## config.mk

```make
export PLATFORM = sky130hd
export DESIGN_NAME = cache_tag_ctrl
export DESIGN_NICKNAME = d
export VERILOG_FILES = /design/src/rtl/cache_tag_pkg.sv /design/src/rtl/ctc_tag_match.sv /design/src/rtl/ctc_victim_sel.sv /design/src/rtl/ctc_stats.sv /design/src/rtl/cache_tag_ctrl.sv
export SDC_FILE = /design/constraint.sdc
export NUM_CORES = 2
export LEC_CHECK = 0
export BUFFER_PORTS_ARGS = -buffer_cell sky130_fd_sc_hd__buf_2
export CAP_MARGIN = 30
export CELL_PAD_IN_SITES_DETAIL_PLACEMENT = 1
export CELL_PAD_IN_SITES_GLOBAL_PLACEMENT = 1
export CORE_UTILIZATION = 35
export DETAILED_ROUTE_END_ITERATION = 8
export GPL_TIMING_DRIVEN = 0
export MAX_ROUTING_LAYER = met4
export PLACE_DENSITY_LB_ADDON = 0.1
export SYNTH_ARGS = -nofsm -noshare
export SYNTH_HDL_FRONTEND = slang
export SYNTH_SLANG_ARGS = --single-unit
```

## constraint.sdc

```tcl
create_clock -name clk -period 22.8 [get_ports clk]
set_input_delay 4.56 -clock clk [delete_from_list [all_inputs] [get_ports clk]]
set_output_delay 4.56 -clock clk [all_outputs]
set_load 0.02 [all_outputs]
```

## src/rtl/cache_tag_pkg.sv

```systemverilog
package cache_tag_pkg;
  typedef enum logic {
    ST_IDLE = 1'b0,
    ST_UPD  = 1'b1
  } ctc_state_e;

  function automatic int way_bits(input int ways);
    return (ways > 1) ? $clog2(ways) : 1;
  endfunction
endpackage

```

## src/rtl/ctc_tag_match.sv

```systemverilog
module ctc_tag_match #(
  parameter int WAYS  = 4,
  parameter int TAG_W = 26,
  parameter int WAY_W = 2
) (
  input  logic [WAYS-1:0]            row_valid,
  input  logic [WAYS-1:0][TAG_W-1:0] row_tag,
  input  logic [TAG_W-1:0]           look_tag,
  output logic                       hit,
  output logic [WAY_W-1:0]           hit_way
);
  logic [WAYS-1:0] match;

  // one comparator per way
  for (genvar w = 0; w < WAYS; w++) begin : g_cmp
    assign match[w] = row_valid[w] && (row_tag[w] == look_tag);
  end

  always_comb begin
    hit     = 1'b0;
    hit_way = '0;
    for (int w = 0; w < WAYS; w++) begin
      if (match[w] && !hit) begin
        hit     = 1'b1;
        hit_way = WAY_W'(w);
      end
    end
  end
endmodule

```

## src/rtl/ctc_victim_sel.sv

```systemverilog
module ctc_victim_sel #(
  parameter int WAYS  = 4,
  parameter int KEY_W = 16,
  parameter int WAY_W = 2
) (
  input  logic [WAYS-1:0]            row_valid,
  input  logic [WAYS-1:0][KEY_W-1:0] row_key,
  output logic [WAY_W-1:0]           pick
);
  logic             have_free;
  logic [WAY_W-1:0] free_way;
  logic [WAY_W-1:0] min_way;
  logic [KEY_W-1:0] min_key;

  // lowest-numbered empty way
  always_comb begin
    have_free = 1'b0;
    free_way  = '0;
    for (int w = 0; w < WAYS; w++) begin
      if (!row_valid[w] && !have_free) begin
        have_free = 1'b1;
        free_way  = WAY_W'(w);
      end
    end
  end

  // smallest key, strict compare keeps the lowest way on a tie
  always_comb begin
    min_key = row_key[0];
    min_way = '0;
    for (int w = 1; w < WAYS; w++) begin
      if (row_key[w] < min_key) begin
        min_key = row_key[w];
        min_way = WAY_W'(w);
      end
    end
  end

  assign pick = have_free ? free_way : min_way;
endmodule

```

## src/rtl/ctc_stats.sv

```systemverilog
module ctc_stats #(
  parameter int STAT_W = 32
) (
  input  logic              clk,
  input  logic              rst,
  input  logic              ev,
  input  logic              ev_wr,
  input  logic              ev_miss,
  input  logic              ev_wb,
  input  logic              ev_wt,
  output logic [STAT_W-1:0] reads,
  output logic [STAT_W-1:0] read_miss,
  output logic [STAT_W-1:0] writes,
  output logic [STAT_W-1:0] write_miss,
  output logic [STAT_W-1:0] wbs,
  output logic [STAT_W-1:0] traffic
);
  logic [1:0] traffic_inc;

  always_comb begin
    if (ev_wt) traffic_inc = (ev_wr || ev_miss) ? 2'd1 : 2'd0;
    else       traffic_inc = {1'b0, ev_miss} + {1'b0, ev_wb};
  end

  always_ff @(posedge clk) begin
    if (rst) begin
      reads      <= '0;
      read_miss  <= '0;
      writes     <= '0;
      write_miss <= '0;
      wbs        <= '0;
      traffic    <= '0;
    end else if (ev) begin
      if (ev_wr) begin
        writes <= writes + STAT_W'(1);
        if (ev_miss) write_miss <= write_miss + STAT_W'(1);
      end else begin
        reads <= reads + STAT_W'(1);
        if (ev_miss) read_miss <= read_miss + STAT_W'(1);
      end
      if (ev_wb) wbs <= wbs + STAT_W'(1);
      traffic <= traffic + STAT_W'(traffic_inc);
    end
  end
endmodule

```

## src/rtl/cache_tag_ctrl.sv

```systemverilog
module cache_tag_ctrl
  import cache_tag_pkg::*;
#(
  parameter int ADDR_W      = 32,
  parameter int BLOCK_BYTES = 16,
  parameter int NUM_SETS    = 4,
  parameter int WAYS        = 4,
  parameter int CNT_W       = 16,
  parameter int STAT_W      = 32,
  localparam int WAY_W      = way_bits(WAYS)
) (
  input  logic              clk,
  input  logic              rst,
  input  logic              cfg_lfu,
  input  logic              cfg_wt,
  input  logic              req_valid,
  output logic              req_ready,
  input  logic [ADDR_W-1:0] req_addr,
  input  logic              req_write,
  output logic              done_valid,
  output logic              done_hit,
  output logic              done_wb,
  output logic              done_mem,
  output logic [WAY_W-1:0]  done_way,
  output logic [STAT_W-1:0] stat_reads,
  output logic [STAT_W-1:0] stat_read_miss,
  output logic [STAT_W-1:0] stat_writes,
  output logic [STAT_W-1:0] stat_write_miss,
  output logic [STAT_W-1:0] stat_wb,
  output logic [STAT_W-1:0] stat_traffic
);
  localparam int OFF_W  = $clog2(BLOCK_BYTES);
  localparam int IDX_W  = $clog2(NUM_SETS);
  localparam int TAG_W  = ADDR_W - OFF_W - IDX_W;
  localparam int LINE_W = ADDR_W - OFF_W;

  // request stage
  ctc_state_e        state_q;
  logic [LINE_W-1:0] rq_line;
  logic              rq_wr, rq_lfu, rq_wt;
  logic              accept, upd;
  logic              unused_offset;

  // per-set metadata
  logic [WAYS-1:0]            valid_q [NUM_SETS];
  logic [WAYS-1:0]            dirty_q [NUM_SETS];
  logic [WAYS-1:0][TAG_W-1:0] tag_q   [NUM_SETS];
  logic [WAYS-1:0][CNT_W-1:0] cnt_q   [NUM_SETS];
  logic [WAYS-1:0][CNT_W-1:0] stamp_q [NUM_SETS];
  logic [CNT_W-1:0]           gctr_q;

  // lookup signals
  logic [IDX_W-1:0]           rq_idx;
  logic [TAG_W-1:0]           rq_tag;
  logic [WAYS-1:0][CNT_W-1:0] row_key;
  logic                       hit;
  logic [WAY_W-1:0]           hit_way, vic_way;
  logic                       do_fill, evict_dirty, mem_need;

  assign unused_offset = ^req_addr[OFF_W-1:0];

  assign req_ready = (state_q == ST_IDLE);
  assign accept    = req_valid && req_ready;
  assign upd       = (state_q == ST_UPD);

  always_ff @(posedge clk) begin
    if (rst) begin
      state_q <= ST_IDLE;
      rq_line <= '0;
      rq_wr   <= 1'b0;
      rq_lfu  <= 1'b0;
      rq_wt   <= 1'b0;
    end else if (accept) begin
      state_q <= ST_UPD;
      rq_line <= req_addr[ADDR_W-1:OFF_W];
      rq_wr   <= req_write;
      rq_lfu  <= cfg_lfu;
      rq_wt   <= cfg_wt;
    end else begin
      state_q <= ST_IDLE;
    end
  end

  assign rq_idx = rq_line[IDX_W-1:0];
  assign rq_tag = rq_line[LINE_W-1:IDX_W];

  always_comb begin
    for (int w = 0; w < WAYS; w++)
      row_key[w] = rq_lfu ? cnt_q[rq_idx][w] : stamp_q[rq_idx][w];
  end

  ctc_tag_match #(.WAYS(WAYS), .TAG_W(TAG_W), .WAY_W(WAY_W)) u_match (
    .row_valid (valid_q[rq_idx]),
    .row_tag   (tag_q[rq_idx]),
    .look_tag  (rq_tag),
    .hit       (hit),
    .hit_way   (hit_way)
  );

  ctc_victim_sel #(.WAYS(WAYS), .KEY_W(CNT_W), .WAY_W(WAY_W)) u_victim (
    .row_valid (valid_q[rq_idx]),
    .row_key   (row_key),
    .pick      (vic_way)
  );

  assign do_fill     = upd && !hit && !(rq_wr && rq_wt);
  assign evict_dirty = do_fill && valid_q[rq_idx][vic_way] && dirty_q[rq_idx][vic_way];
  assign mem_need    = !hit || (rq_wr && rq_wt);

  // metadata update at the end of the update cycle
  always_ff @(posedge clk) begin
    if (rst) begin
      gctr_q <= '0;
      for (int s = 0; s < NUM_SETS; s++) begin
        valid_q[s] <= '0;
        dirty_q[s] <= '0;
        tag_q[s]   <= '0;
        cnt_q[s]   <= '0;
        stamp_q[s] <= '0;
      end
    end else if (upd) begin
      if (hit) begin
        cnt_q[rq_idx][hit_way]   <= cnt_q[rq_idx][hit_way] + CNT_W'(1);
        stamp_q[rq_idx][hit_way] <= gctr_q;
        gctr_q                   <= gctr_q + CNT_W'(1);
        if (rq_wr && !rq_wt) dirty_q[rq_idx][hit_way] <= 1'b1;
      end else if (do_fill) begin
        // new line starts one above the count of the line it replaces
        cnt_q[rq_idx][vic_way]   <= cnt_q[rq_idx][vic_way] + CNT_W'(1);
        stamp_q[rq_idx][vic_way] <= gctr_q;
        gctr_q                   <= gctr_q + CNT_W'(1);
        tag_q[rq_idx][vic_way]   <= rq_tag;
        valid_q[rq_idx][vic_way] <= 1'b1;
        dirty_q[rq_idx][vic_way] <= rq_wr;
      end
    end
  end

  // completion pulse
  always_ff @(posedge clk) begin
    if (rst || !upd) begin
      done_valid <= 1'b0;
      done_hit   <= 1'b0;
      done_wb    <= 1'b0;
      done_mem   <= 1'b0;
      done_way   <= '0;
    end else begin
      done_valid <= 1'b1;
      done_hit   <= hit;
      done_wb    <= evict_dirty;
      done_mem   <= mem_need;
      done_way   <= hit ? hit_way : (do_fill ? vic_way : '0);
    end
  end

  ctc_stats #(.STAT_W(STAT_W)) u_stats (
    .clk        (clk),
    .rst        (rst),
    .ev         (upd),
    .ev_wr      (rq_wr),
    .ev_miss    (!hit),
    .ev_wb      (evict_dirty),
    .ev_wt      (rq_wt),
    .reads      (stat_reads),
    .read_miss  (stat_read_miss),
    .writes     (stat_writes),
    .write_miss (stat_write_miss),
    .wbs        (stat_wb),
    .traffic    (stat_traffic)
  );
endmodule

```

== Yosys cells after proc, flatten, opt, wreduce, memory -nomap -nowiden ==
Memory sizes are Yosys's and may differ from the RTL's. A register that Yosys moved wholly into a read port is not among the register bits.
Index checks and enable logic that the tools add are counted.

* Div/mod/pow operators: 0
* Add/subtract/negate cells: 10
* Equal/unequal tests: 4
* Multiply operators: 0
* Mux-type cells: 225
* $lt $le $gt $ge: 7
* Bitwise operators: 135
* Shift operators: 0
* Reductions and logical operators: 46

{| class="wikitable"
|+ Operators by type and width
! operator !! number
|-
| $mux W64 || 6
|-
| $mux W104 || 3
|-
| $mux W16 || 12
|-
| $mux W1 || 163
|-
| $add A32 B1 Y32 const B || 5
|-
| $or A1 B1 Y1 || 132
|-
| $reduce_or A64 Y1 || 2
|-
| $eq A26 B26 Y1 || 4
|-
| $reduce_or A104 Y1 || 1
|-
| $bmux W16 S2 || 2
|-
| $demux W16 S2 || 2
|-
| $demux W26 S2 || 1
|-
| $mux W2 || 25
|-
| $add A16 B1 Y16 const B || 3
|-
| $lt A16 B16 Y1 || 3
|-
| $add A32 B2 Y32 || 1
|-
| $mux W26 || 1
|-
| $mux W4 || 6
|-
| $logic_and A1 B1 Y1 || 19
|-
| $logic_not A1 Y1 || 12
|-
| $reduce_and A2 Y1 || 4
|-
| $reduce_or A4 Y1 || 2
|-
| $lt A2 B3 Y1 const B || 2
|-
| $reduce_and A3 Y1 || 2
|-
| 7 further kinds || 14
|}

* Word-level logic and storage cells: 449
* Bits of input ports: 38
* Register bits: 246
* Bits in latches: 0
* Output and inout bits: 199
* ROM bits: 0
* Memories kept: 5
* Memory bits (writable): 960

{| class="wikitable"
|+ Memory list
! memory !! words !! bits a word !! rd ports !! clocked after memory_dff !! write ports !! RTL line !! text
|-
| tag_q || 4 || 104 || 1 || 1 || 4 || cache_tag_ctrl.sv:47 || <nowiki>logic [WAYS-1:0][TAG_W-1:0] tag_q [NUM_SETS];</nowiki>
|-
| cnt_q || 4 || 64 || 1 || 1 || 4 || cache_tag_ctrl.sv:48 || <nowiki>logic [WAYS-1:0][CNT_W-1:0] cnt_q [NUM_SETS];</nowiki>
|-
| stamp_q || 4 || 64 || 1 || 1 || 4 || cache_tag_ctrl.sv:49 || <nowiki>logic [WAYS-1:0][CNT_W-1:0] stamp_q [NUM_SETS];</nowiki>
|-
| dirty_q || 4 || 4 || 1 || 1 || 4 || cache_tag_ctrl.sv:46 || <nowiki>logic [WAYS-1:0] dirty_q [NUM_SETS];</nowiki>
|-
| valid_q || 4 || 4 || 1 || 1 || 4 || cache_tag_ctrl.sv:45 || <nowiki>logic [WAYS-1:0] valid_q [NUM_SETS];</nowiki>
|}

== Longest topological paths before layout ==
* Depth in word-level cells: 23
* Depth in mapped cells: 60
* Depth with buffers taken out: 41

== Hierarchy ==
Synthesis repeated with hierarchy kept, for this count alone.

* Cells, all modules: 4480
* Area, all modules: 57541.4 um2

{| class="wikitable"
|+ By module, submodules not included
! module !! instances !! area an instance (um2) !! cells an instance !! seq. area each (um2)
|-
| cache_tag_ctrl || 1 || 45389.8 || 3039 || 29948.7
|-
| ctc_stats || 1 || 9201.3 || 1087 || 3843.7
|-
| ctc_victim_sel || 1 || 1592.8 || 195 || 0.0
|-
| ctc_tag_match || 1 || 1357.6 || 159 || 0.0
|}

== Least setup slack after synthesis ==
OpenSTA, ideal clock, no wires.

* Kind: register to register
* Start point: register (tool-made name)
* End point: memory tag_q[2][52] in the netlist's numbering, enable pin
* Path buffers: 21
* Required time: 22351 ps
* Data arrival time: 12018 ps
* Clock period less this slack: 12466 ps
* Library setup time: 449 ps
* Stages on the path, launching flop included: 51
* Path slack: 10334 ps
* Cell sequence: dfxtp_1 -> buf_6 -> buf_6 -> buf_6 -> buf_6 -> buf_4 -> buf_4 -> buf_4 -> buf_4 -> buf_4 -> buf_4 -> buf_2 -> buf_2 -> mux4_2 -> mux2_2 -> ha_1 -> a21oi_1 -> o21ai_0 -> (+15 left out) -> a211oi_1 -> o21a_1 -> o21ai_0 -> a41oi_1 -> o2111ai_1 -> a31oi_1 -> a21o_1 -> buf_4 -> o21a_2 -> buf_6 -> buf_2 -> and3_1 -> clkbuf_1 -> nor3_1 -> or3_1 -> clkbuf_1 -> clkbuf_1 -> o21ai_0

{| class="wikitable"
|+ RTL lines
! item !! RTL line
|-
| end, declared || cache_tag_ctrl.sv:47
|}

==> results.sh <==
export IMPL_tns_ns=0
export IMPL_cts_resized=0
export IMPL_final_common_cell="edfxtp_1"
export IMPL_port_buffers=231
export IMPL_finalMaxSlewViolations=0
export IMPL_viasPerCell=5.55
export IMPL_maxSlewHeadroom=0.262
export IMPL_cp_common_cell="buf_4"
export IMPL_fmax_mhz=56.3
export IMPL_rsz0062_at_grt="false"
export IMPL_final_cell_mix="edfxtp_1 (960), nor2_1 (697), nand2_1 (298), clkbuf_1 (273), buf_2 (259)"
export IMPL_ctsRootBufferMaster="clkbuf_16"
export IMPL_cts_sinks=1208
export IMPL_die_x_microns=405
export IMPL_cts_setup_buffers=0
export IMPL_syn_inst=4562
export IMPL_synth_nets=4656
export IMPL_cts_hold_buffers=0
export IMPL_worst_path_max_delay_cell="nor4_1"
export IMPL_post_route_period_util=0.779
export IMPL_drv_cap=0
export IMPL_ys_ff_latch=1208
export IMPL_drive_gt1_frac=0.181
export IMPL_postPlaceCellArea_sq_um=62000
export IMPL_async_flop_share=0
export IMPL_ant_nets=0
export IMPL_placementRows=147
export IMPL_cts_buffers=141
export IMPL_clkTransAtPathRegs_ns=0.06
export IMPL_cp_max_fo=20
export IMPL_syn_avg_cell_area_sq_um=12.4
export IMPL_htree_levels=4
export IMPL_finalSetupViolations=0
export IMPL_status="finished, final reports clean"
export IMPL_core_sq_um=161000
export IMPL_synth_edf_count=960
export IMPL_antenna_found_initial=32
export IMPL_clk_path_buf_depth=3
export IMPL_cp_required_ns=23.25
export IMPL_die_area_sq_um=164000
export IMPL_ir_worst_vdd_mv=0.0744
export IMPL_end_kind="register"
export IMPL_cellPowerDensity_nw_per_um2=80.9
export IMPL_final_setup_skew_ns=0.0257
export IMPL_arrival_ns=18.20
export IMPL_period_needed_ns=17.75
export IMPL_wl_per_cell_microns=31.5
export IMPL_wirelength_microns=229000
export IMPL_grt_start_max_net_pins=33
export IMPL_tritoncts="done"
export IMPL_critPathLaunchType="register"
export IMPL_first_pass_iters=6
export IMPL_overflow=0
export IMPL_yosysSeqAreaShare=0.596
export IMPL_io_pins=237
export IMPL_yosysWarnings=0
export IMPL_fin_hold_ws_ns=0.487
export IMPL_initial_core_util=0.353
export IMPL_hold_path_class="register to register"
export IMPL_synth_cell_types=92
export IMPL_drt_iter0_markers=3872
export IMPL_synth_area_sq_um=56700
export IMPL_power_leakage_nw=23.7
export IMPL_power_total_w=0.00538
export IMPL_placedCellCount=7020
export IMPL_nets=5100
export IMPL_final_hold_viol_count=0
export IMPL_critPathMaxStageDelay_ns=0.92
export IMPL_post_route_cell_area_sq_um=66500
export IMPL_grt_pass1_vias=40700
export IMPL_gp_congestion=0.923
export IMPL_vias=40400
export IMPL_clock_latency_ns=0.78
export IMPL_instances_no_fill=7287
export IMPL_worst_pin_slew_ns=1.10
export IMPL_die_h_microns=405
export IMPL_drc=0
export IMPL_crit_type="register to register"
export IMPL_syn_to_final_growth_pct=17.3
export IMPL_grt_use_total=0.286
export IMPL_synth_ff_type="edfxtp_1"
export IMPL_detailedPlacementHpwl_microns=172000
export IMPL_grt_pass1_wl_microns=319000
## synthesized netlist by cell type, types with 11 or more instances
library cell,number,area (sq um)
nor3_1,90,450
nand2_1,317,1190
and3_1,51,319
clkbuf_1,230,863
ha_1,55,688
mux2_2,69,777
o221ai_1,15,131
o21ai_0,103,515
buf_4,23,173
and2_1,258,1610
mux2i_1,115,1150
or3_1,45,282
dfxtp_1,248,4960
or2_2,14,87.6
nor4_1,18,113
buf_1,19,71.3
inv_1,112,420
a21o_1,14,105
o21a_1,26,195
buf_2,27,135
xnor2_1,159,1390
nor2_1,697,2620
xor2_1,121,1060
a211oi_1,20,150
nand4_1,57,357
a21boi_0,17,128
nand3_1,112,561
buf_6,12,135
and4_1,16,140
mux4_2,218,4910
edfxtp_1,960,28800
a21oi_1,159,796
o211ai_1,11,82.6
nand2b_1,13,81.3
## metal layers
metal	wire, microns	track usage	vias to the layer above	share of wire
met3	12300	0.0367	418	0.053
li1	-	-	17400	-
met2	112000	0.470	1456	0.49
met5	0	-	-	0
met4	9060	0.103	0	0.039
met1	95800	0.363	21100	0.42
## layout make-up
| cell class | count | area, sq um |
|---|---|---|
| Inverter | 123 | 462 |
| Timing Repair Buffer | 301 | 2390 |
| Sequential cell | 1208 | 33800 |
| Buffer | 313 | 1410 |
| Clock inverter | 59 | 567 |
| Fill cell | 17100 | 94200 |
| Multi-Input combinational cell | 2918 | 21200 |
| Clock buffer | 198 | 3940 |
| Tap cell | 2160 | 2700 |
| Antenna cell | 7 | 17.5 |
## critical path: cells and delay by family, from the launching register on
family / cells / cell delay [ns]
AOI/OAI and AO/OA: 18 / 3.91
adders and majority gates: 3 / 1.11
buffers and inverters: 23 / 8.15
DFF: 1 / 0.30
muxes: 2 / 0.58
and+or+nand+nor: 7 / 3.17
## per-stage QoR
stage                      util  setup slack (ns)
after floorplan               -             10.33
after global placement    0.377          -0.00799
after detailed placement  0.386              5.48
after CTS                 0.414              5.43
after global routing      0.414              4.51
final                     0.414              5.05
## kinds of logic after synthesis
logic type / count (synthesis) / share of synthesized area
and+or+nand+nor: 1719 / 0.142
buffers and inverters: 436 / 0.0330
xor gates and xnor gates: 280 / 0.0432
muxes: 402 / 0.121
adders and majority gates: 56 / 0.0125
DFF: 1208 / 0.596
AOI/OAI and AO/OA: 461 / 0.0525
## power breakdown
group / switching [W] / internal (W)
registers: 0.0000254 / 0.00246
logic: 0.000440 / 0.000210
clock network: 0.000961 / 0.00129
## flip-flops by register name, indices dropped and copies added, names as in the netlist, 2 cells and up, named ones only
signal,count
u_stats.wbs,32
u_stats.writes,32
u_stats.write_miss,32
u_stats.reads,32
cnt_q,256
stamp_q,256
rq_line,28
u_stats.read_miss,32
done_way,2
u_stats.traffic,32
gctr_q,16
tag_q,416
dirty_q,16
valid_q,16
## final timing paths
path / end / startpoint / cells after the start / slack (ns)
setup / recovery: tag_q[0][7] / register / 53 / 5.05
hold / removal: u_stats.write_miss[31] / u_stats.write_miss[31] / 2 / 0.49
setup reg to reg: tag_q[0][7] / register / 53 / 5.05
hold reg to reg: u_stats.write_miss[31] / u_stats.write_miss[31] / 2 / 0.49
Power figures use the tool's default switching activity.
